==> config.mk <==
export PLATFORM = sky130hd
export DESIGN_NAME = retire_buf
export DESIGN_NICKNAME = d
export VERILOG_FILES = /design/src/rtl/retire_pkg.sv /design/src/rtl/retire_store.sv /design/src/rtl/retire_window.sv /design/src/rtl/retire_rrat.sv /design/src/rtl/retire_buf.sv
export SDC_FILE = /design/constraint.sdc
export NUM_CORES = 1
export LEC_CHECK = 0
export ABC_CLOCK_PERIOD_IN_PS = 12050
export BUFFER_PORTS_ARGS = -buffer_cell sky130_fd_sc_hd__buf_2
export CAP_MARGIN = 10
export CORE_MARGIN = 4
export CORE_UTILIZATION = 55
export CTS_CLUSTER_SIZE = 40
export DETAILED_ROUTE_END_ITERATION = 8
export PLACE_DENSITY = 0.84
export SYNTH_ARGS = -nofsm -noshare
export SYNTH_HDL_FRONTEND = slang
export SYNTH_SLANG_ARGS = --single-unit
==> constraint.sdc <==
create_clock -name clk_i -period 12.05 [get_ports clk_i]
set_input_delay 1.205 -clock clk_i [delete_from_list [all_inputs] [get_ports clk_i]]
set_output_delay 1.205 -clock clk_i [all_outputs]
set_load 0.01 [all_outputs]
==> src/rtl/retire_pkg.sv <==
package retire_pkg;

  typedef struct packed {
    logic valid;
    logic ready;
    logic mark;
    logic has_dst;
    logic is_store;
  } ent_flags_t;

endpackage

==> src/rtl/retire_store.sv <==
module retire_store
  import retire_pkg::*;
#(
  parameter int unsigned DEPTH = 8,
  parameter int unsigned AR_W  = 3,
  parameter int unsigned PR_W  = 5,
  localparam int unsigned IDX_W = $clog2(DEPTH)
) (
  input  logic                           clk_i,
  input  logic                           rst_ni,
  input  logic                           flush_i,
  input  logic                           alloc_en_i,
  input  logic [IDX_W-1:0]               alloc_idx_i,
  input  logic                           alloc_has_dst_i,
  input  logic                           alloc_is_store_i,
  input  logic [AR_W-1:0]                alloc_areg_i,
  input  logic [PR_W-1:0]                alloc_preg_i,
  input  logic [PR_W-1:0]                alloc_prev_i,
  input  logic                           done_en_i,
  input  logic [IDX_W-1:0]               done_idx_i,
  input  logic                           done_mark_i,
  input  logic                           irq_en_i,
  input  logic [IDX_W-1:0]               irq_idx_i,
  input  logic [DEPTH-1:0]               retire_mask_i,
  output ent_flags_t [DEPTH-1:0]         flags_o,
  output logic [DEPTH-1:0][AR_W-1:0]     areg_o,
  output logic [DEPTH-1:0][PR_W-1:0]     preg_o,
  output logic [DEPTH-1:0][PR_W-1:0]     prev_o
);

  ent_flags_t [DEPTH-1:0]     flags_q;
  logic [DEPTH-1:0][AR_W-1:0] areg_q;
  logic [DEPTH-1:0][PR_W-1:0] preg_q;
  logic [DEPTH-1:0][PR_W-1:0] prev_q;

  // later writes override earlier ones: retire clear, completion, irq, alloc
  always_ff @(posedge clk_i or negedge rst_ni) begin
    if (!rst_ni) begin
      flags_q <= '0;
    end else if (flush_i) begin
      flags_q <= '0;
    end else begin
      for (int i = 0; i < DEPTH; i++) begin
        if (retire_mask_i[i]) flags_q[i] <= '0;
      end
      if (done_en_i && flags_q[done_idx_i].valid) begin
        flags_q[done_idx_i].ready <= 1'b1;
        if (done_mark_i) flags_q[done_idx_i].mark <= 1'b1;
      end
      if (irq_en_i) flags_q[irq_idx_i].mark <= 1'b1;
      if (alloc_en_i) begin
        flags_q[alloc_idx_i] <= '{valid: 1'b1, ready: 1'b0, mark: 1'b0,
                                  has_dst: alloc_has_dst_i,
                                  is_store: alloc_is_store_i};
      end
    end
  end

  // payload needs no reset: only read behind a valid flag
  always_ff @(posedge clk_i) begin
    if (alloc_en_i) begin
      areg_q[alloc_idx_i] <= alloc_areg_i;
      preg_q[alloc_idx_i] <= alloc_preg_i;
      prev_q[alloc_idx_i] <= alloc_prev_i;
    end
  end

  assign flags_o = flags_q;
  assign areg_o  = areg_q;
  assign preg_o  = preg_q;
  assign prev_o  = prev_q;

endmodule

==> src/rtl/retire_window.sv <==
module retire_window
  import retire_pkg::*;
#(
  parameter int unsigned DEPTH = 8,
  parameter int unsigned W     = 4,
  parameter int unsigned AR_W  = 3,
  parameter int unsigned PR_W  = 5,
  localparam int unsigned IDX_W = $clog2(DEPTH),
  localparam int unsigned CNT_W = $clog2(W + 1)
) (
  input  logic [IDX_W-1:0]           head_idx_i,
  input  ent_flags_t [DEPTH-1:0]     flags_i,
  input  logic [DEPTH-1:0][AR_W-1:0] areg_i,
  input  logic [DEPTH-1:0][PR_W-1:0] preg_i,
  input  logic [DEPTH-1:0][PR_W-1:0] prev_i,
  output logic [CNT_W-1:0]           cnt_o,
  output logic [DEPTH-1:0]           retire_mask_o,
  output logic                       mark_hit_o,
  output logic [W-1:0]               free_valid_o,
  output logic [W-1:0]               store_o,
  output logic [W-1:0][AR_W-1:0]     upd_areg_o,
  output logic [W-1:0][PR_W-1:0]     upd_preg_o,
  output logic [W-1:0][PR_W-1:0]     free_preg_o
);

  logic             go;
  logic             take;
  logic [IDX_W-1:0] idx;
  logic [CNT_W-1:0] cnt;

  // serial scan: a non-ready or flagged entry closes the window
  always_comb begin
    go            = 1'b1;
    take          = 1'b0;
    idx           = '0;
    cnt           = '0;
    retire_mask_o = '0;
    mark_hit_o    = 1'b0;
    free_valid_o  = '0;
    store_o       = '0;
    upd_areg_o    = '0;
    upd_preg_o    = '0;
    free_preg_o   = '0;
    for (int k = 0; k < W; k++) begin
      idx  = head_idx_i + IDX_W'(k);
      take = go & flags_i[idx].valid & flags_i[idx].ready;
      if (take) begin
        retire_mask_o[idx] = 1'b1;
        cnt                = cnt + 1'b1;
        if (flags_i[idx].mark) begin
          mark_hit_o = 1'b1;
          go         = 1'b0;
        end
      end else begin
        go = 1'b0;
      end
      free_valid_o[k] = take & flags_i[idx].has_dst;
      store_o[k]      = take & flags_i[idx].is_store;
      upd_areg_o[k]   = areg_i[idx];
      upd_preg_o[k]   = preg_i[idx];
      free_preg_o[k]  = prev_i[idx];
    end
    cnt_o = cnt;
  end

endmodule

==> src/rtl/retire_rrat.sv <==
module retire_rrat #(
  parameter int unsigned AREGS = 8,
  parameter int unsigned W     = 4,
  parameter int unsigned AR_W  = 3,
  parameter int unsigned PR_W  = 5
) (
  input  logic                       clk_i,
  input  logic                       rst_ni,
  input  logic [W-1:0]               we_i,
  input  logic [W-1:0][AR_W-1:0]     areg_i,
  input  logic [W-1:0][PR_W-1:0]     preg_i,
  output logic [AREGS-1:0][PR_W-1:0] map_o
);

  logic [AREGS-1:0][PR_W-1:0] map_q;

  // ascending slot order: the youngest write to a register lands last
  always_ff @(posedge clk_i or negedge rst_ni) begin
    if (!rst_ni) begin
      for (int a = 0; a < AREGS; a++) map_q[a] <= PR_W'(a);
    end else begin
      for (int k = 0; k < W; k++) begin
        if (we_i[k]) map_q[areg_i[k]] <= preg_i[k];
      end
    end
  end

  assign map_o = map_q;

endmodule

==> src/rtl/retire_buf.sv <==
module retire_buf
  import retire_pkg::*;
#(
  parameter int unsigned DEPTH = 8,
  parameter int unsigned W     = 4,
  parameter int unsigned AREGS = 8,
  parameter int unsigned PREGS = 32,
  localparam int unsigned AR_W  = $clog2(AREGS),
  localparam int unsigned PR_W  = $clog2(PREGS),
  localparam int unsigned IDX_W = $clog2(DEPTH),
  localparam int unsigned PTR_W = IDX_W + 1,
  localparam int unsigned CNT_W = $clog2(W + 1)
) (
  input  logic                  clk_i,
  input  logic                  rst_ni,
  input  logic                  alloc_valid_i,
  input  logic                  alloc_has_dst_i,
  input  logic                  alloc_is_store_i,
  input  logic [AR_W-1:0]       alloc_areg_i,
  input  logic [PR_W-1:0]       alloc_preg_i,
  input  logic [PR_W-1:0]       alloc_prev_i,
  output logic                  alloc_ready_o,
  output logic [IDX_W-1:0]      alloc_idx_o,
  input  logic                  done_valid_i,
  input  logic [IDX_W-1:0]      done_idx_i,
  input  logic                  done_mark_i,
  input  logic                  irq_i,
  output logic [CNT_W-1:0]      commit_cnt_o,
  output logic [W-1:0]          free_valid_o,
  output logic [W*PR_W-1:0]     free_preg_o,
  output logic [W-1:0]          store_commit_o,
  output logic [AREGS*PR_W-1:0] rrat_map_o,
  output logic                  flush_o
);

  logic [PTR_W-1:0]           head_q, tail_q;
  logic                       flush_q;
  logic                       full, alloc_en, irq_en, flush_req;
  logic [IDX_W-1:0]           head_idx, tail_idx, irq_idx;
  logic [CNT_W-1:0]           cnt;
  logic [DEPTH-1:0]           retire_mask;
  ent_flags_t [DEPTH-1:0]     flags;
  logic [DEPTH-1:0][AR_W-1:0] areg;
  logic [DEPTH-1:0][PR_W-1:0] preg, prev;
  logic [W-1:0]               free_valid, store_rel;
  logic [W-1:0][AR_W-1:0]     upd_areg;
  logic [W-1:0][PR_W-1:0]     upd_preg, free_preg;
  logic [AREGS-1:0][PR_W-1:0] map;

  assign head_idx = head_q[IDX_W-1:0];
  assign tail_idx = tail_q[IDX_W-1:0];
  assign full     = (head_q[IDX_W] != tail_q[IDX_W]) && (head_idx == tail_idx);
  assign alloc_en = alloc_valid_i & ~full & ~flush_req;

  // interrupt lands on the first entry surviving this cycle's retirement
  assign irq_idx = head_idx + IDX_W'(cnt);
  assign irq_en  = irq_i & flags[irq_idx].valid & ~retire_mask[irq_idx] & ~flush_req;

  retire_store #(.DEPTH(DEPTH), .AR_W(AR_W), .PR_W(PR_W)) u_store (
    .clk_i            (clk_i),
    .rst_ni           (rst_ni),
    .flush_i          (flush_req),
    .alloc_en_i       (alloc_en),
    .alloc_idx_i      (tail_idx),
    .alloc_has_dst_i  (alloc_has_dst_i),
    .alloc_is_store_i (alloc_is_store_i),
    .alloc_areg_i     (alloc_areg_i),
    .alloc_preg_i     (alloc_preg_i),
    .alloc_prev_i     (alloc_prev_i),
    .done_en_i        (done_valid_i),
    .done_idx_i       (done_idx_i),
    .done_mark_i      (done_mark_i),
    .irq_en_i         (irq_en),
    .irq_idx_i        (irq_idx),
    .retire_mask_i    (retire_mask),
    .flags_o          (flags),
    .areg_o           (areg),
    .preg_o           (preg),
    .prev_o           (prev)
  );

  retire_window #(.DEPTH(DEPTH), .W(W), .AR_W(AR_W), .PR_W(PR_W)) u_window (
    .head_idx_i    (head_idx),
    .flags_i       (flags),
    .areg_i        (areg),
    .preg_i        (preg),
    .prev_i        (prev),
    .cnt_o         (cnt),
    .retire_mask_o (retire_mask),
    .mark_hit_o    (flush_req),
    .free_valid_o  (free_valid),
    .store_o       (store_rel),
    .upd_areg_o    (upd_areg),
    .upd_preg_o    (upd_preg),
    .free_preg_o   (free_preg)
  );

  retire_rrat #(.AREGS(AREGS), .W(W), .AR_W(AR_W), .PR_W(PR_W)) u_rrat (
    .clk_i  (clk_i),
    .rst_ni (rst_ni),
    .we_i   (free_valid),
    .areg_i (upd_areg),
    .preg_i (upd_preg),
    .map_o  (map)
  );

  always_ff @(posedge clk_i or negedge rst_ni) begin
    if (!rst_ni) begin
      head_q  <= '0;
      tail_q  <= '0;
      flush_q <= 1'b0;
    end else begin
      flush_q <= flush_req;
      if (flush_req) begin
        head_q <= '0;
        tail_q <= '0;
      end else begin
        head_q <= head_q + PTR_W'(cnt);
        if (alloc_en) tail_q <= tail_q + 1'b1;
      end
    end
  end

  assign alloc_ready_o  = ~full;
  assign alloc_idx_o    = tail_idx;
  assign commit_cnt_o   = cnt;
  assign free_valid_o   = free_valid;
  assign free_preg_o    = free_preg;
  assign store_commit_o = store_rel;
  assign rrat_map_o     = map;
  assign flush_o        = flush_q;

endmodule

==> results of run 1 <==
==> cells by family after synthesis <==
kind of cell / Yosys count / synth area share
flip-flops: 193 / 0.3946
adder cells (fa/ha/maj): 13 / 0.01252
buffers and inverters: 91 / 0.03902
AO/OA/AOI/OAI: 150 / 0.08301
multiplexers: 317 / 0.3289
XOR/XNOR: 17 / 0.01371
AND/OR/NAND/NOR: 280 / 0.1282
==> flip-flops by register name, summed over array words and instances (netlist names) <==
signal / count
tail_q: 4
u_store.prev_o: 40
u_store.preg_o: 40
u_rrat.map_o: 40
flush_o: 1
head_q: 4
u_store.flags_o: 40
u_store.areg_o: 24
==> worst reg2reg max path, delay by kind of cell, from the launching register on <==
family	cells	cell delay, ns
xor gates and xnor gates	2	0.60
and+or+nand+nor	4	0.87
AOI/OAI and AO/OA	3	0.70
buffers and inverters	4	1.78
DFF	1	0.86
muxes	2	0.74
adders and majority gates	3	1.18
==> metrics by stage <==
| step | utilization | worst slack, ns |
|---|---|---|
| 3_3_place_gp | 0.5837 | 5.620 |
| 5_1_grt | 0.6076 | 4.551 |
| 4_1_cts | 0.6076 | 5.057 |
| 6_report | 0.6077 | 5.055 |
| 3_5_place_dp | 0.5837 | 5.343 |
| 2_1_floorplan | - | 6.837 |
==> final timing paths <==
path | cells after the start | slack (ns) | from | to
max | 14 | 5.05 | head_q[0]$_DFF_PN0_ | commit_cnt_o[2]
min | 2 | 0.56 | tail_q[3]$_DFFE_PN0P_ | tail_q[3]$_DFFE_PN0P_
max reg2reg | 18 | 5.20 | head_q[0]$_DFF_PN0_ | u_store.flags_o[27]$_DFF_PN0_
min reg2reg | 2 | 0.56 | tail_q[3]$_DFFE_PN0P_ | tail_q[3]$_DFFE_PN0P_
max in group asynchronous | 2 | 10.11 | rst_ni | head_q[0]$_DFF_PN0_
min in group asynchronous | 1 | 0.71 | rst_ni | u_store.flags_o[6]$_DFF_PN0_
==> per-layer routing <==
| metal | part of all wire | track usage | vias to the layer above |
|---|---|---|---|
| met2 | 0.48 | 0.4675 | 722 |
| met4 | 0.043 | 0.1187 | 2 |
| met3 | 0.10 | 0.06826 | 164 |
| met5 | 0.00036 | 0 | - |
| met1 | 0.37 | 0.3799 | 5032 |
| li1 | - | - | 4337 |
==> placed cells by master, fill, tap and decap left out, types with 11 or more instances in the layout <==
cell type,n
clkbuf_16,17
nor3_1,13
dfrtp_1,75
mux2i_1,100
mux2_1,30
buf_2,98
buf_4,20
nand3_1,25
nand4_1,51
nand2_1,63
mux2_2,93
ha_1,11
a211oi_1,15
o41ai_1,13
dfstp_2,12
nor2_1,46
mux4_2,89
edfxtp_1,104
a21oi_1,58
==> where the power goes <==
group	switching [mW]	internal (mW)
Combinational	1.58	1.05
Sequential	0.201	0.910
Clock	0.277	0.291
==> cell type report <==
| cell class | instances | area, sq um |
|---|---|---|
| Antenna cell | 1 | 2.502 |
| Clock buffer | 17 | 425.4 |
| Clock inverter | 15 | 155.1 |
| Fill cell | 1855 | 9542 |
| Inverter | 14 | 56.30 |
| Multi-Input combinational cell | 777 | 7722 |
| Sequential cell | 193 | 5370 |
| Tap cell | 324 | 405.4 |
| Timing Repair Buffer | 118 | 640.6 |
==> metrics.csv, run 1 <==
stage;metric;value;unit
outcome;status;completed;
final_layout;nets;1158;
floorplan;rows;57;
timing;holdWs;0.5631;ns
synthesis;synth-seq-cells;193;
routing;routed_wl;38.76;mm
timing;clock_skew;0.01464;ns
synthesis;synth_top_cells_by_area;edfxtp_1 (23%), mux4_2 (15%), dfrtp_1 (14%);
synthesis;synth_cell_type_count;76;
worst_setup_path;crit_required;10.85;ns
timing;finalSetupViolCount;0;
timing;fmax;0.1430;GHz
placed_design;dpl.hpwl;26.07;mm
global_route;grt_pass1_wl;60.00;mm
global_route;grt_antenna_before_repair;1;
synthesis;synth_ff_type;edfxtp_1;
global_route;grt_max_degree;59;
global_route;first_global_vias;10320;
synthesis;async_flop_share;0.4611;
cts;cts_root_buf;clkbuf_16;
placed_design;dpl_cell_area;14190;sq um
worst_hold_path;hp-class;reg2reg;
worst_setup_path;path_class;reg2out;
worst_setup_path;max_stage_delay;0.86;ns
synthesis;syn_inst;1061;
timing;hold_viol;0;
power_and_ir_drop;ir_worst_vdd;187.5;uV
timing;rsz0062_at_grt;false;
power_and_ir_drop;power.density;291.9;nW/um^2
worst_setup_path;arrival;5.79;ns
global_route;grt_overflow;0;
cts;clk_path_buf_depth;2;
power_and_ir_drop;leakage;6.298;nW
synthesis;synth_common_cells;edfxtp_1 (104), mux2i_1 (100), mux2_2 (93), mux4_2 (89), dfrtp_1 (77);
floorplan;die-area;27300;sq um
synthesis;netlist_area;13600;sq um
routing;via_per_inst;7.030;
worst_setup_path;endpoint_kind;primary output;
routing;ant_nets;0;
final_layout;final_cells;1459;
timing;tightest_slew;1.042;ns
timing;relSlewSlack;0.2853;
placed_design;portBuffers;99;
cts;cts_setup_buffers;0;
timing;min_period_over_period;0.5805;
floorplan;coreArea;24320;sq um
synthesis;yosysMostFrequentCell;edfxtp_1;
synthesis;syn_avg_cell_area;12.81;sq um
timing;finalCriticalPeriod;6.995;ns
cts;h-tree-depth;4;
synthesis;syn_nets;1098;
cts;ctsResizeCount;0;
final_layout;drive_gt1_frac;0.3660;
synthesis;yosysTopAreaCellShare;0.2297;
placed_design;place_congestion;0.9683;
worst_setup_path;crit_path_start_kind;flip-flop;
timing;finalSetupTns;0;ns
routing;route.vias.total;10260;
cts;cts_tree;yes;
floorplan;die_x;165.2;microns
floorplan;dieHeight;165.2;microns
worst_setup_path;crit_path_max_fanout;58;
cts;insertion_delay;0.45;ns
routing;dr.pass1.iters;5;
routing;drc_errors;0;
cts;clkTransAtPathRegs;0.08;ns
worst_setup_path;cpMaxStageDelayCell;dfrtp_4;
final_layout;fin_area;14780;sq um
worst_setup_path;worst_path_dominant_cell_family;buffers and inverters;
final_layout;area.growth.synth_to_final;8.697;%
synthesis;yosysWarnings;0;
synthesis;yosys.area.top_type;edfxtp_1;
routing;wl_per_cell;26.56;microns
floorplan;ioPinCount;100;
worst_setup_path;worstPathCellList;clkinv_1, ha_2, buf_4, mux4_2, mux2i_2, nor2b_4, buf_4, nand2_1, xnor2_1, ha_1, nand2_1, xnor2_1, nor2_1, buf_2;
timing;drv_slew;0;
worst_setup_path;critPathBufInv;4;
routing;first_iter_violations;1314;
global_route;track_usage;0.2899;
placed_design;place_inst;1426;
cts;cts.sinks;193;
synthesis;seq_area_frac_synth;0.3946;
power_and_ir_drop;power;4.313;mW
cts;ctsHoldBuffers;0;
cts;cts_made_buffers;17;
floorplan;initial_core_util;0.5590;
synthesis;synth_edf_count;104;
flow_run;maxCapViolations;0;
Note: power is estimated with default switching activity, not from simulation.
==> run 2: changes to the inputs <==
- ABC_AREA: unset -> 1
- ABC_CLOCK_PERIOD_IN_PS: 12050 -> 5900
- PLACE_DENSITY: 0.84 -> 0.87
- clock period: 12.05 -> 5.9 ns (I/O delays scaled with it)
==> run 2 against run 1 <==
Via count up 33%; count of clock-buffer cells in the layout is the same; final area fell by 0.58%; clock skew is 0.00053 ns lower; setup slack worse by 4.8 ns.
==> metrics.csv, run 2 <==
stage;metric;value;unit;change
cts;cts_made_buffers;17;;unchanged
routing;drc_errors;0;;unchanged
routing;routed_wl;44.07;mm;was 38.76 mm
floorplan;coreArea;24250;sq um;was 24,320 sq um
placed_design;portBuffers;99;;unchanged
final_layout;final_common_cell;nand2_1;;was edfxtp_1
timing;relSlewSlack;0.1558;;was 0.2853
cts;insertion_delay;0.46;ns;was 0.45 ns
routing;wl_per_cell;20.11;microns;was 26.56 microns
synthesis;yosysWarnings;0;;unchanged
placed_design;place_congestion;1.004;;was 0.9683
timing;rsz0062_at_grt;false;;unchanged
worst_setup_path;arrival;5.96;ns;was 5.79 ns
cts;cts.sinks;193;;unchanged
routing;route.vias.total;13640;;was 10,260
floorplan;initial_core_util;0.5560;;was 0.5590
timing;finalSetupTns;0;ns;unchanged
routing;dr.pass1.iters;7;;was 5
synthesis;seq_area_frac_synth;0.3979;;was 0.3946
routing;first_iter_violations;2078;;was 1,314
flow_run;maxCapViolations;0;;unchanged
global_route;first_global_vias;12630;;was 10,320
synthesis;async_flop_share;0.4611;;unchanged
timing;hold_viol;0;;unchanged
synthesis;synth_cell_type_count;55;;was 76
worst_hold_path;hp-class;in2async;;was reg2reg
synthesis;yosysTopAreaCellShare;0.2316;;was 0.2297
placed_design;dpl_cell_area;14030;sq um;was 14,190 sq um
synthesis;synth-seq-cells;193;;unchanged
worst_setup_path;critPathBufInv;4;;unchanged
routing;ant_nets;0;;unchanged
global_route;grt_overflow;0;;unchanged
synthesis;yosysMostFrequentCell;nand2_1;;was edfxtp_1
worst_setup_path;endpoint_kind;flip-flop;;was primary output
cts;cts_tree;yes;;unchanged
final_layout;nets;1892;;was 1,158
worst_setup_path;crit_path_start_kind;flip-flop;;unchanged
timing;finalSetupViolCount;0;;unchanged
global_route;grt_pass1_wl;67.01;mm;was 60.00 mm
cts;cts_setup_buffers;0;;unchanged
floorplan;die-area;27080;sq um;was 27,300 sq um
worst_setup_path;cpMaxStageDelayCell;dfrtp_4;;unchanged
timing;finalCriticalPeriod;5.613;ns;
synthesis;synth_top_cells_by_area;edfxtp_1 (23%), dfrtp_1 (14%), nand2_1 (14%);;was edfxtp_1 (23%), mux4_2 (15%), dfrtp_1 (14%)
worst_setup_path;crit_required;6.25;ns;was 10.85 ns
synthesis;netlist_area;13480;sq um;was 13,600 sq um
final_layout;diodes;0;;was 1
floorplan;dieHeight;164.6;microns;was 165.2 microns
worst_setup_path;worst_path_dominant_cell_family;adder cells;;was buffers and inverters
global_route;track_usage;0.3210;;was 0.2899
synthesis;syn_inst;1796;;was 1,061
synthesis;yosys.area.top_type;edfxtp_1;;unchanged
worst_setup_path;cp_num_cells;26;;was 14
final_layout;n_fill_cell;2064;;was 1,855
global_route;grt_antenna_before_repair;1;;unchanged
synthesis;synth_common_cells;nand2_1 (502), inv_1 (172), nand3_1 (163), nor2_1 (140), o21ai_0 (116);;was edfxtp_1 (104), mux2i_1 (100), mux2_2 (93), mux4_2 (89), dfrtp_1 (77)
cts;cts_root_buf;clkbuf_16;;unchanged
outcome;status;completed;;unchanged
timing;clock_skew;0.01411;ns;was 0.01464 ns
synthesis;synth_ff_type;edfxtp_1;;unchanged
synthesis;synth_edf_count;104;;unchanged
floorplan;rows;57;;unchanged
final_layout;area.growth.synth_to_final;8.964;%;was 8.697%
timing;fmax;0.1781;GHz;
final_layout;final_cell_mix;nand2_1 (502), inv_1 (171), nand3_1 (163);;was edfxtp_1 (104), mux2i_1 (100), buf_2 (98)
global_route;grt_max_degree;93;;was 59
cts;clk_path_buf_depth;2;;unchanged
worst_setup_path;path_class;reg2reg;;was reg2out
worst_setup_path;reg2regPathDepth;26;;was 18
worst_setup_path;max_stage_delay;0.67;ns;was 0.86 ns
routing;via_per_inst;6.223;;was 7.030
final_layout;drive_gt1_frac;0.1413;;was 0.3660
placed_design;dpl.hpwl;30.30;mm;was 26.07 mm
floorplan;ioPinCount;100;;unchanged
timing;drv_slew;0;;unchanged
floorplan;die_x;164.6;microns;was 165.2 microns
timing;tightest_slew;1.250;ns;was 1.042 ns
synthesis;syn_avg_cell_area;7.507;sq um;was 12.81 sq um
final_layout;fin_area;14690;sq um;was 14,780 sq um
cts;h-tree-depth;4;;unchanged
worst_setup_path;crit_path_max_fanout;64;;was 58
timing;min_period_over_period;0.9514;;
cts;clkTransAtPathRegs;0.08;ns;about the same
worst_setup_path;cpMostUsedCell;nand2_1;;
synthesis;syn_nets;1833;;was 1,098
==> run 2: what timing repair did <==
item | 4_1_cts | 5_1_grt
hold buffers | 0 | 0
setup endpoints to repair | 0 | 8
gates resized for setup | 0 | 3
==> run 2: layout make-up <==
type	instances	area, sq um	share of cell area
Multi-Input combinational cell	1327	6894	0.4693
Sequential cell	193	5370	0.3655
Inverter	202	765.7	0.05212
Timing Repair Buffer	114	610.6	0.04156
Clock buffer	17	425.4	0.02896
Tap cell	324	405.4	0.02759
Clock inverter	15	220.2	0.01499
==> run 2: per-stage QoR <==
step	worst slack, ns	cells	hold WS (ns)	util
floorplan	0.3461	1796	0.2944	-
global placement	0.5252	2159	0.5390	0.5787
detailed placement	0.3146	2159	0.5475	0.5787
CTS	0.2619	2191	0.1208	0.6053
global route	0.04699	2192	0.1435	0.6059
finish	0.2866	2192	0.1103	0.6059
==> run 2: metal layers <==
metal,vias up,track usage,wire length [microns]
met2,1027,0.5039,19790
li1,6170,-,-
met5,-,0,0
met1,6240,0.4214,16230
met3,203,0.06663,5921
met4,0,0.1645,2135
==> run 2: path summary, 6_finish.rpt <==
check,startpoint,end,slack (ns)
min reg2reg,tail_q[3]$_DFFE_PN0P_,tail_q[3]$_DFFE_PN0P_,0.57
max in group asynchronous,rst_ni,head_q[0]$_DFF_PN0_,4.71
max,head_q[0]$_DFF_PN0_,u_store.flags_o[32]$_DFF_PN0_,0.29
min in group clk_i,alloc_prev_i[0],u_store.prev_o[20]$_DFFE_PP_,0.40
max reg2reg,head_q[0]$_DFF_PN0_,u_store.flags_o[32]$_DFF_PN0_,0.29
min,rst_ni,head_q[2]$_DFF_PN0_,0.11
==> run 2: kinds of logic (layout without fill, tap and decap cells) <==
group | count (synthesis) | after routing | synth area share
buffers and inverters | 277 | 348 | 0.09159
muxes | 51 | 51 | 0.03795
DFF | 193 | 193 | 0.3979
AOI/OAI and AO/OA | 358 | 358 | 0.1598
xor gates and xnor gates | 6 | 6 | 0.003898
and+or+nand+nor | 898 | 899 | 0.2962
adders and majority gates | 13 | 13 | 0.01262
==> run 2: worst register-to-register path: cells and delay by family, from the launching register on <==
| family | cells | cell delay [ns] |
|---|---|---|
| fa+ha+maj | 4 | 1.87 |
| simple gates | 13 | 1.64 |
| flops | 1 | 0.67 |
| buf+inv | 4 | 0.62 |
| compound gates | 4 | 0.53 |
| xor+xnor | 1 | 0.19 |
Power of run 2 is left out: the tool's default activity adds up to more than one toggle a clock period on the data nets, which glitch-free logic cannot reach.
==> run 3: changes to the inputs <==
- CELL_PAD_IN_SITES_DETAIL_PLACEMENT: unset -> 0
- CELL_PAD_IN_SITES_GLOBAL_PLACEMENT: unset -> 2
- CORE_UTILIZATION: 55 -> 33
- MAX_ROUTING_LAYER: unset -> met4
- PLACE_DENSITY: 0.87 -> 0.88
==> run 3 against run 2 <==
Sequential share of layout area fell by 0.62 points; setup slack improved by 0.42 ns; via count fell by 6.1%; global-route usage fell by 9.1 points.
==> metrics.csv, run 3 (same netlist as run 2, synthesis figures left out) <==
stage;metric;value;unit;change
floorplan;die-area;44150;sq um;was 27,080 sq um
worst_setup_path;arrival;5.55;ns;was 5.96 ns
placed_design;portBuffers;99;;unchanged
worst_setup_path;endpoint_kind;flip-flop;;unchanged
floorplan;initial_core_util;0.3363;;was 0.5560
cts;cts_setup_buffers;0;;unchanged
floorplan;ioPinCount;100;;unchanged
cts;clkTransAtPathRegs;0.08;ns;about the same
worst_setup_path;crit_required;6.25;ns;about the same
cts;ctsHoldBuffers;0;;unchanged
timing;finalSetupViolCount;0;;unchanged
routing;route.vias.total;12800;;was 13,640
worst_setup_path;cp-startpoint;head_q[0]$_DFF_PN0_;;unchanged
timing;rsz0062_at_grt;false;;unchanged
global_route;track_usage;0.2300;;was 0.3210
timing;min_period_over_period;0.8806;;was 0.9514
final_layout;n_fill_cell;4194;;was 2,064
routing;routed_wl;50.05;mm;was 44.07 mm
floorplan;rows;73;;was 57
cts;insertion_delay;0.47;ns;was 0.46 ns
global_route;grt_overflow;0;;unchanged
routing;dr.pass1.iters;6;;was 7
cts;clk_path_buf_depth;2;;unchanged
worst_setup_path;r2r_end;u_store.flags_o[37]$_DFF_PN0_;;was u_store.flags_o[32]$_DFF_PN0_
routing;drc_errors;0;;unchanged
floorplan;die_x;210.1;microns;was 164.6 microns
placed_design;dpl.hpwl;35.00;mm;was 30.30 mm
timing;clock_skew;0.01384;ns;was 0.01411 ns
worst_setup_path;crit_end;u_store.flags_o[37]$_DFF_PN0_;;was u_store.flags_o[32]$_DFF_PN0_
timing;relSlewSlack;0.1930;;was 0.1558
worst_setup_path;crit_path_max_fanout;27;;was 64
worst_setup_path;reg2reg_slack;0.70;ns;was 0.29 ns
worst_setup_path;path_class;reg2reg;;unchanged
cts;cts_made_buffers;17;;unchanged
worst_setup_path;reg2reg_from;head_q[0]$_DFF_PN0_;;unchanged
global_route;grt_antenna_before_repair;4;;was 1
timing;hold_viol;0;;unchanged
timing;drv_slew;0;;unchanged
global_route;first_global_vias;12300;;was 12,630
floorplan;coreArea;40100;sq um;was 24,250 sq um
final_layout;final_cell_mix;nand2_1 (502), inv_1 (171), nand3_1 (163);;unchanged
global_route;grt_pass1_wl;75.32;mm;was 67.01 mm
outcome;status;completed;;unchanged
floorplan;dieHeight;210.1;microns;was 164.6 microns
cts;ctsResizeCount;0;;unchanged
global_route;grt_max_degree;84;;was 93
cts;h-tree-depth;4;;unchanged
routing;ant_nets;0;;unchanged
timing;fmax;0.1925;GHz;was 0.1781 GHz
worst_hold_path;hp-class;in2async;;unchanged
flow_run;maxCapViolations;0;;unchanged
timing;tightest_slew;1.208;ns;was 1.250 ns
final_layout;nets;1900;;was 1,892
worst_setup_path;crit_path_start_kind;flip-flop;;unchanged
placed_design;place_congestion;0.9104;;was 1.004
timing;finalCriticalPeriod;5.195;ns;was 5.613 ns
cts;cts_tree;yes;;unchanged
final_layout;drive_gt1_frac;0.1415;;was 0.1413
cts;cts.sinks;193;;unchanged
final_layout;area.growth.synth_to_final;10.83;%;was 8.964%
cts;cts_root_buf;clkbuf_16;;unchanged
routing;first_iter_violations;1184;;was 2,078
routing;wl_per_cell;20.84;microns;was 20.11 microns
final_layout;fin_util;0.3727;;was 0.6059
routing;via_per_inst;5.332;;was 6.223
worst_setup_path;reg2regPathDepth;26;;unchanged
final_layout;final_common_cell;nand2_1;;unchanged
timing;finalSetupTns;0;ns;unchanged
==> run 3: changes by cell type in the layout (fill, tap and decap cells not counted), moves of 2 or more <==
| cell | previous run | this run |
|---|---|---|
| diode_2 | 0 | 3 |
| clkinvlp_4 | 0 | 2 |
| buf_4 | 16 | 25 |
| bufinv_16 | 1 | 3 |
| clkinv_1 | 8 | 10 |
| inv_8 | 4 | 1 |
| inv_12 | 2 | 0 |
| clkinv_8 | 6 | 0 |
| nor2_2 | 14 | 12 |
==> run 3: final cells by class <==
cell class                      count  area [sq um]  share of cell area
Inverter                          202         763.2             0.05108
Tap cell                          525         656.9             0.04396
Antenna cell                        3         7.507           0.0005024
Clock buffer                       17         425.4             0.02847
Sequential cell                   193          5370              0.3594
Clock inverter                     12         158.9             0.01063
Timing Repair Buffer              123         678.2             0.04538
Multi-Input combinational cell   1326          6883              0.4606
==> run 3: per-layer routing <==
layer	routed length (microns)	global-route usage	vias up
met5	0	-	-
met4	1013	0.06233	0
met3	3296	0.03349	54
met2	22360	0.3532	459
met1	23380	0.3200	6099
li1	-	-	6191
==> run 3: critical path: stages (launching register included) <==
cell	delay, ns
dfrtp_4	0.52
inv_6	0.18
ha_1	0.47
inv_2	0.25
nand3_1	0.14
nand2_1	0.05
nand2_1	0.06
nand2_1	0.07
inv_1	0.06
nand2_1	0.05
nor2_2	0.25
ha_1	0.32
xor2_1	0.19
ha_1	0.29
o21ai_0	0.14
fa_1	0.66
inv_1	0.12
nand3_1	0.13
o22ai_1	0.09
nor2_1	0.12
o2111ai_1	0.11
nor2_1	0.15
nand3_1	0.11
nor2_2	0.27
nand3_1	0.13
nand2_1	0.09
nor2_1	0.04
==> run 3: how the worst min path moves through the flow <==
stage | from | to | slack [ns] | cells after the start
finish | rst_ni | u_rrat.map_o[38]$_DFF_PN0_ | 0.14 | 1
floorplan | rst_ni | flush_o$_DFF_PN0_ | 0.29 | 0
detailed placement | u_store.flags_o[26]$_DFF_PN0_ | u_store.flags_o[26]$_DFF_PN0_ | 0.55 | 2
global route | rst_ni | u_rrat.map_o[38]$_DFF_PN0_ | 0.19 | 1
global placement | u_store.flags_o[26]$_DFF_PN0_ | u_store.flags_o[26]$_DFF_PN0_ | 0.54 | 2
CTS | rst_ni | u_rrat.map_o[21]$_DFF_PN0_ | 0.15 | 1
==> run 3: metrics by stage <==
step / hold slack, ns / cells / setup slack (ns) / cell area, sq um
global route: 0.1933 / 2401 / 0.2885 / 14940
detailed placement: 0.5477 / 2369 / 0.7775 / 14350
finish: 0.1365 / 2401 / 0.7046 / 14940
floorplan: 0.2944 / 1796 / 0.3461 / 13480
global placement: 0.5431 / 2369 / 0.9307 / 14350
CTS: 0.1470 / 2398 / 0.7415 / 14940
Power of run 3 is left out for the same reason.
